==> src/rtl/bc_pkg.sv <==
package bc_pkg;
  typedef enum logic {
    EST_CONT  = 1'b0,
    EST_GATED = 1'b1
  } est_mode_e;
endpackage

==> src/rtl/bc_gate.sv <==
module bc_gate #(
  parameter int DATA_W = 13
) (
  input  logic              valid_i,
  input  logic [DATA_W-1:0] sample_i,
  input  logic              in_window_i,
  input  logic              mode_i,
  input  logic [DATA_W-1:0] thr_lo_i,
  input  logic [DATA_W-1:0] thr_hi_i,
  output logic              elig_o
);
  import bc_pkg::*;

  logic in_range;
  logic win_ok;

  assign in_range = (sample_i >= thr_lo_i) && (sample_i <= thr_hi_i);
  assign win_ok   = (est_mode_e'(mode_i) == EST_CONT) || !in_window_i;
  assign elig_o   = valid_i && in_range && win_ok;
endmodule

==> src/rtl/bc_ema.sv <==
module bc_ema #(
  parameter int DATA_W  = 13,
  parameter int FRAC_W  = 6,
  parameter int SHIFT_W = 4
) (
  input  logic               clk_i,
  input  logic               rst_ni,
  input  logic               upd_i,
  input  logic [DATA_W-1:0]  sample_i,
  input  logic [SHIFT_W-1:0] shift_i,
  output logic [DATA_W-1:0]  base_o,
  output logic               seeded_o
);
  localparam int ACC_W = DATA_W + FRAC_W;

  logic [ACC_W-1:0]      est_q, est_d;
  logic                  seeded_q;
  logic [ACC_W-1:0]      smp_fx;
  logic signed [ACC_W:0] diff, step, sum;

  assign smp_fx = {sample_i, {FRAC_W{1'b0}}};
  assign diff   = $signed({1'b0, smp_fx}) - $signed({1'b0, est_q});
  assign step   = diff >>> shift_i;
  assign sum    = $signed({1'b0, est_q}) + step;

  // convex step: sum stays within [0, 2^ACC_W)
  always_comb begin
    est_d = est_q;
    if (upd_i) est_d = seeded_q ? sum[ACC_W-1:0] : smp_fx;
  end

  always_ff @(posedge clk_i or negedge rst_ni) begin
    if (!rst_ni) begin
      est_q    <= '0;
      seeded_q <= 1'b0;
    end else begin
      est_q <= est_d;
      if (upd_i) seeded_q <= 1'b1;
    end
  end

  assign base_o   = est_q[ACC_W-1:FRAC_W];
  assign seeded_o = seeded_q;
endmodule

==> src/rtl/bc_out.sv <==
module bc_out #(
  parameter int DATA_W = 13
) (
  input  logic              clk_i,
  input  logic              rst_ni,
  input  logic              valid_i,
  input  logic [DATA_W-1:0] sample_i,
  input  logic [DATA_W-1:0] base_i,
  input  logic [DATA_W-1:0] offset_i,
  output logic              valid_o,
  output logic [DATA_W-1:0] sample_o
);
  localparam int RES_W = DATA_W + 2;
  localparam logic signed [RES_W-1:0] MAX_V = RES_W'((1 << DATA_W) - 1);

  logic signed [RES_W-1:0] res;
  logic [DATA_W-1:0]       sat;

  assign res = $signed({2'b00, sample_i}) - $signed({2'b00, base_i})
             + $signed({{2{offset_i[DATA_W-1]}}, offset_i});

  always_comb begin
    if (res < 0)          sat = '0;
    else if (res > MAX_V) sat = '1;
    else                  sat = res[DATA_W-1:0];
  end

  always_ff @(posedge clk_i or negedge rst_ni) begin
    if (!rst_ni) begin
      valid_o  <= 1'b0;
      sample_o <= '0;
    end else begin
      valid_o <= valid_i;
      if (valid_i) sample_o <= sat;
    end
  end
endmodule

==> src/rtl/bc_baseline_corr.sv <==
module bc_baseline_corr #(
  parameter int DATA_W  = 13,
  parameter int FRAC_W  = 6,
  parameter int SHIFT_W = 4
) (
  input  logic               clk_i,
  input  logic               rst_ni,
  input  logic               valid_i,
  input  logic [DATA_W-1:0]  sample_i,
  input  logic               in_window_i,
  input  logic               mode_i,
  input  logic [DATA_W-1:0]  thr_lo_i,
  input  logic [DATA_W-1:0]  thr_hi_i,
  input  logic [SHIFT_W-1:0] shift_i,
  input  logic [DATA_W-1:0]  offset_i,
  output logic               valid_o,
  output logic [DATA_W-1:0]  sample_o
);
  logic              elig;
  logic              seeded;
  logic [DATA_W-1:0] base;

  bc_gate #(.DATA_W(DATA_W)) u_gate (
    .valid_i    (valid_i),
    .sample_i   (sample_i),
    .in_window_i(in_window_i),
    .mode_i     (mode_i),
    .thr_lo_i   (thr_lo_i),
    .thr_hi_i   (thr_hi_i),
    .elig_o     (elig)
  );

  bc_ema #(.DATA_W(DATA_W), .FRAC_W(FRAC_W), .SHIFT_W(SHIFT_W)) u_ema (
    .clk_i   (clk_i),
    .rst_ni  (rst_ni),
    .upd_i   (elig),
    .sample_i(sample_i),
    .shift_i (shift_i),
    .base_o  (base),
    .seeded_o(seeded)
  );

  bc_out #(.DATA_W(DATA_W)) u_out (
    .clk_i   (clk_i),
    .rst_ni  (rst_ni),
    .valid_i (valid_i),
    .sample_i(sample_i),
    .base_i  (base),
    .offset_i(offset_i),
    .valid_o (valid_o),
    .sample_o(sample_o)
  );
endmodule

==> config.mk <==
export PLATFORM = sky130hd
export DESIGN_NAME = bc_baseline_corr
export DESIGN_NICKNAME = d
export VERILOG_FILES = /design/src/rtl/bc_pkg.sv /design/src/rtl/bc_gate.sv /design/src/rtl/bc_ema.sv /design/src/rtl/bc_out.sv /design/src/rtl/bc_baseline_corr.sv
export SDC_FILE = /design/constraint.sdc
export NUM_CORES = 1
export LEC_CHECK = 0
export ABC_AREA = 0
export BUFFER_PORTS_ARGS = -buffer_cell sky130_fd_sc_hd__buf_4
export CAP_MARGIN = 40
export CORE_UTILIZATION = 50
export DETAILED_ROUTE_END_ITERATION = 16
export PLACE_DENSITY_LB_ADDON = 0.15
export REMOVE_ABC_BUFFERS = 1
export SYNTH_ARGS = -nofsm -noshare
export SYNTH_HDL_FRONTEND = slang
export SYNTH_SLANG_ARGS = --single-unit
==> constraint.sdc <==
create_clock -name clk_i -period 6.75 [get_ports clk_i]
set_input_delay 1.35 -clock clk_i [delete_from_list [all_inputs] [get_ports clk_i]]
set_output_delay 1.35 -clock clk_i [all_outputs]
set_load 0.01 [all_outputs]
# After elaboration in Yosys (flattened, before gate mapping)

Cells that the tools add are included.

Add/subtract/negate cells: 4
Magnitude comparators: 4
Shifts and indexed selects: 1
Multiplexer cells: 3
Bitwise logic cells: 1
Reduce and logical (&&, ||, !) cells: 5

Operator list:

| kind                                                                               | count |
|---|---|
| 13-bit two-way mux                                                                 | 2 |
| 20-bit by 4-bit >>> shifter with 19-bit output                                     | 1 |
| 19-bit by 19-bit subtractor with 20-bit output                                     | 1 |
| 19-bit adder                                                                       | 1 |
| 19-bit two-way mux                                                                 | 1 |
| 14-bit by 13-bit adder with 15-bit output                                          | 1 |
| 15-bit by 14-bit greater-than comparator with 1-bit output (second input constant) | 1 |
| 15-bit by 1-bit less-than comparator with 1-bit output (second input constant)     | 1 |
| 13-bit by 13-bit subtractor with 14-bit output                                     | 1 |
| 13-bit >= comparator                                                               | 1 |
| 13-bit less-or-equal comparator                                                    | 1 |
| 1-bit logical AND                                                                  | 3 |
| 1-bit zero test                                                                    | 1 |
| 1-bit logical OR                                                                   | 1 |
| 1-bit NOT                                                                          | 1 |

Register bits: 34
Word-level logic and storage cells: 22

# Logic depth before layout (Yosys ltp)

Word-level depth: 5
Depth in mapped cells: 21
Mapped depth without buffers: 20

# Hierarchy

A second synthesis with hierarchy kept.

Cells, all modules: 810
Area total of the unflattened synthesis: 6432.4 µm²

By module, submodules not included:

| module  | instances | cells each | area each (µm²) | sequential area each (µm²) |
|---|---|---|---|---|
| bc_ema  | 1         | 515        | 3943.8          | 500.5 |
| bc_out  | 1         | 200        | 1815.5          | 350.3 |
| bc_gate | 1         | 95         | 673.1           | 0.0 |

# Least setup slack after synthesis

Ideal clock, no wire load.

Path type: input to register
Start: input port sample_i[8]
End: register u_ema.est_q[14]
Library setup time: 0.137 ns
Data arrival time: 5.422 ns
Required time: 6.613 ns
Setup slack: 1.191 ns
Cell stages on the path: 19
Path through: ha_1 -> buf_2 -> nand4_1 -> nor3_1 -> and3_1 -> nor3_2 -> xor2_1 -> o22ai_1 -> a221o_1 -> mux4_1 -> ha_1 -> o21a_1 -> a21oi_1 -> a21oi_1 -> a21o_1 -> a21oi_1 -> or4_1 -> a31oi_1 -> a21oi_1

Longest elaborated chain between the ends: 4
Elaborated cells on any way between the ends: 9

Ends and longest elaborated chain:

| item                                                                                       | RTL line                    | RTL |
|---|---|---|
| start: declaration                                                                         | bc_baseline_corr.sv:9       | `input logic [DATA_W-1:0] sample_i,` |
| 19-bit by 19-bit subtractor with 20-bit output, or another cell as far along               | bc_ema.sv:22                | `assign diff = $signed({1'b0, smp_fx}) - $signed({1'b0, est_q});` |
| 20-bit by 4-bit >>> shifter with 19-bit output / 1-bit logical AND (equally long branches) | bc_ema.sv:23, bc_gate.sv:17 |  |
| 19-bit adder / 1-bit logical AND (equally long branches)                                   | bc_ema.sv:24, bc_gate.sv:19 |  |
| 19-bit two-way mux / 1-bit logical AND (equally long branches)                             | bc_ema.sv:29, bc_gate.sv:19 |  |
| end signal: assignment                                                                     | bc_ema.sv:37                | `est_q <= est_d;` |
| end: declaration                                                                           | bc_ema.sv:16                | `logic [ACC_W-1:0] est_q, est_d;` |

Parallel ways exist; a longest one is shown, timed or not.
A chain may end at the register's enable or synchronous reset.

# Worst setup path in the final report

Start: input port sample_i[7]
End: register u_ema.est_q[14]

The elaborated chain is that of the path after synthesis.

==> impl_metrics.ini <==
[outcome]
status = completed

[floorplanning]
start_util = 0.521
die_y_um = 109
rows = 38
num_io_pins = 75
fp.dieW_um = 109
core_area_mm2 = 0.0110
die_area_mm2 = 0.0119

[critical_path]
cp-end-kind = flop
path_common_cell = a21oi_1
crit_type = input pin to flop
regToRegEndpoint = u_ema.est_q[14]
cp.arrival_ns = 6.41
cp_max_fo = 13
cpMaxStageDelayCell = ha_1
rrSetupSlack_ns = 1.22
worst_ep_required_time_ns = 6.90
cp-start-kind = input pin
reg2regPathDepth = 19
path_cells = buf_4 -> ha_1 -> nand4_1 -> nor3_1 -> and3_1 -> nor3_2 -> xor2_1 -> o22ai_1 -> a221o_1 -> mux4_1 -> ha_1 -> o21a_1 -> a21oi_1 -> a21oi_1 -> a21o_1 -> a21oi_1 -> or4_1 -> a31oi_1 -> a21oi_1
r2r-start = u_ema.est_q[13]
slowest_delay_ns = 0.58

[detailed_routing]
drc = 0
routed_wl_mm = 17.2
drt-initial-drc-count = 600
drt_pass1_iterations = 6
drtAntennaViolNets = 0
routed-wl-met2_mm = 8.06
vias = 5935
drt-wirelength-per-cell_um = 17.9
routed.top_layer = met4
met3RoutedLength_mm = 1.02
viasPerCell = 6.19
wl_met1_mm = 7.84

[global_route]
antenna_found_initial = 0
grt_pass1_vias = 5522
gr-total-overflow = 0
grt_max_degree = 41
grt.total_usage = 0.296
grt_pass1_wl_mm = 27.2

[sta]
worst_slack_ns = 0.492
tightest_slew_ns = 0.631
setup_viol = 0
rsz0062_at_grt = no
skew_ns = 0.00349
slew_headroom = 0.574
fin_crit_ns = 6.26
clock.fmax_mhz = 160
final_hold_viol_count = 0
min_period_over_period = 0.927
maxSlewViolCount = 0
setup-tns-final_ns = 0

[clock_tree]
h-tree-depth = 2
clk_latency_ns = 0.29
cts-root-buf = clkbuf_16
clock-sinks = 34
clockBufferDepth = 2
cts_tree = done
cts_buffers = 5
post_cts_resized = 0
post_cts_buffers = 0
clk_pin_slew_ns = 0.06
postCtsHoldBufs = 0

[synthesis]
ys_types = 76
synth_edf_count = 0
yosys.area_share.simple = 0.166
seq_area_frac_synth = 0.148
synth_top_family_by_area = compound AO/OA/AOI/OAI gates
synthCells = 758
synth_seq_cells = 34
synthArstFlopShare = 1.00
syn_area_per_cell_um2 = 7.58
synth_mux_area_frac = 0.0418
syn_area_mm2 = 0.00574
synthAdderAreaFrac = 0.176
synthXorXnorAreaFrac = 0.0745
yosysWarnings = 0
synth_compound_gate_area_share = 0.319
synth_ff_type = dfrtp_1

[layout]
regArea_um2 = 851
fillCellCount = 1049
syn_to_final_growth_pct = 15.1
drive_gt1_frac = 0.139
multiInputGateArea_mm2 = 0.00447
final_cell_mix = 85 x buf_4, 76 x ha_1, 71 x inv_1, 64 x nor2_1, 60 x a21oi_1
layout_commonest_cell = buf_4
nNetsFinal = 958
n_antenna_cell = 0
final_area_mm2 = 0.00661

[power]
combPwrFrac = 0.833
p_switching_mw = 2.12
seq_power_share = 0.101
ir_drop_v = 0.000323
power.leakage_nw = 3.20
switching_share = 0.520
powerDensity_mw_per_mm2 = 618
power_frac_clock = 0.066
internal-power_mw = 1.96

[placement]
dp_hpwl_mm = 13.6
gp_congestion = 0.981
dpl_worst_slack_ns = 0.278
portBuffers = 74
placed_area_mm2 = 0.00645

[worst_hold_path]
hp-start = u_out.sample_o[11]
hold_path.class = flop to flop
min_to = u_out.sample_o[11]
min_path_cells = 2

[job]
drv_cap = 0
==> critical path: cells and delay by family <==
| family | cells | cell delay, ns |
|---|---|---|
| fa+ha+maj | 2 | 0.90 |
| mux | 1 | 0.54 |
| simple gates | 5 | 1.57 |
| buf+inv | 1 | 0.14 |
| xor+xnor | 1 | 0.36 |
| compound gates | 9 | 1.55 |
==> worst max-delay path by stage <==
stage	from	to	slack, ns	cells past startpoint
2_1_floorplan	sample_i[7]	u_ema.est_q[14]	1.04	18
3_3_place_gp	sample_i[7]	u_ema.est_q[14]	0.23	19
3_5_place_dp	sample_i[7]	u_ema.est_q[14]	0.28	19
4_1_cts	sample_i[7]	u_ema.est_q[14]	0.57	19
5_1_grt	sample_i[7]	u_ema.est_q[14]	0.16	19
6_report	sample_i[7]	u_ema.est_q[14]	0.49	19
==> stage by stage <==
stage               std cells  utilization  hold slack (ns)  total power [mW]
CTS                       959        0.599            0.529              4.04
finish                    959        0.599            0.525              4.09
global placement          950        0.582            0.504              3.69
floorplan                 725            -            0.485              2.93
global route              959        0.599            0.557              4.46
detailed placement        951        0.584            0.518              3.74
==> synth_stat cells (4+ instances only) <==
cell type	count	area share
inv_1	71	0.046
nor3_1	11	0.0096
o22ai_1	6	0.0065
o211ai_1	10	0.013
and2_1	7	0.0076
nand3_1	19	0.017
mux2i_1	18	0.031
nand4_1	9	0.0098
dfrtp_1	34	0.15
clkbuf_1	21	0.014
o2bb2ai_1	4	0.0061
buf_2	9	0.0078
ha_1	76	0.17
a22oi_1	5	0.0065
o31ai_1	5	0.0065
a211oi_1	16	0.021
a211o_1	7	0.011
nor2_1	64	0.042
nand2_1	54	0.035
a31oi_1	10	0.011
nor2b_1	6	0.0065
clkinv_1	4	0.0026
a21o_1	28	0.037
xnor2_1	27	0.041
nand2b_1	6	0.0065
o21a_1	9	0.012
o221ai_1	6	0.0092
o21ai_0	56	0.049
a21oi_1	60	0.052
xor2_1	20	0.031
==> metal layers <==
| layer | vias up | track usage |
|---|---|---|
| li1 | 2906 | - |
| met1 | 2792 | 0.391 |
| met2 | 216 | 0.503 |
| met3 | 21 | 0.0436 |
| met4 | 0 | 0.0743 |
| met5 | - | 0 |
==> cell families after synthesis <==
kind of cell,after synthesis
AO/OA/AOI/OAI,268
XOR/XNOR,48
adder cells (fa/ha/maj),79
buffers and inverters,108
flip-flops,34
multiplexers,22
AND/OR/NAND/NOR,199
==> state kept, by name, summed over array words and instances (netlist names) <==
| name | cells |
|---|---|
| u_ema.est_q | 19 |
| u_ema.seeded_o | 1 |
| u_out.sample_o | 13 |
| u_out.valid_o | 1 |
==> area by class of cell <==
class | count | share of cell area
Timing Repair Buffer | 86 | 0.101
Clock buffer | 7 | 0.0201
Clock inverter | 1 | 0.00454
Multi-Input combinational cell | 616 | 0.677
Sequential cell | 34 | 0.129
Tap cell | 140 | 0.0265
Inverter | 75 | 0.0426
==> power by group through the flow <==
stage               combinational, mW  sequential (mW)  clock (mW)
floorplan                        2.53            0.401           0
global placement                 3.28            0.410           0
detailed placement               3.33            0.416           0
CTS                              3.35            0.413       0.276
global route                     3.75            0.426       0.282
finish                           3.40            0.414       0.270
(Power assumes the default switching activity.)
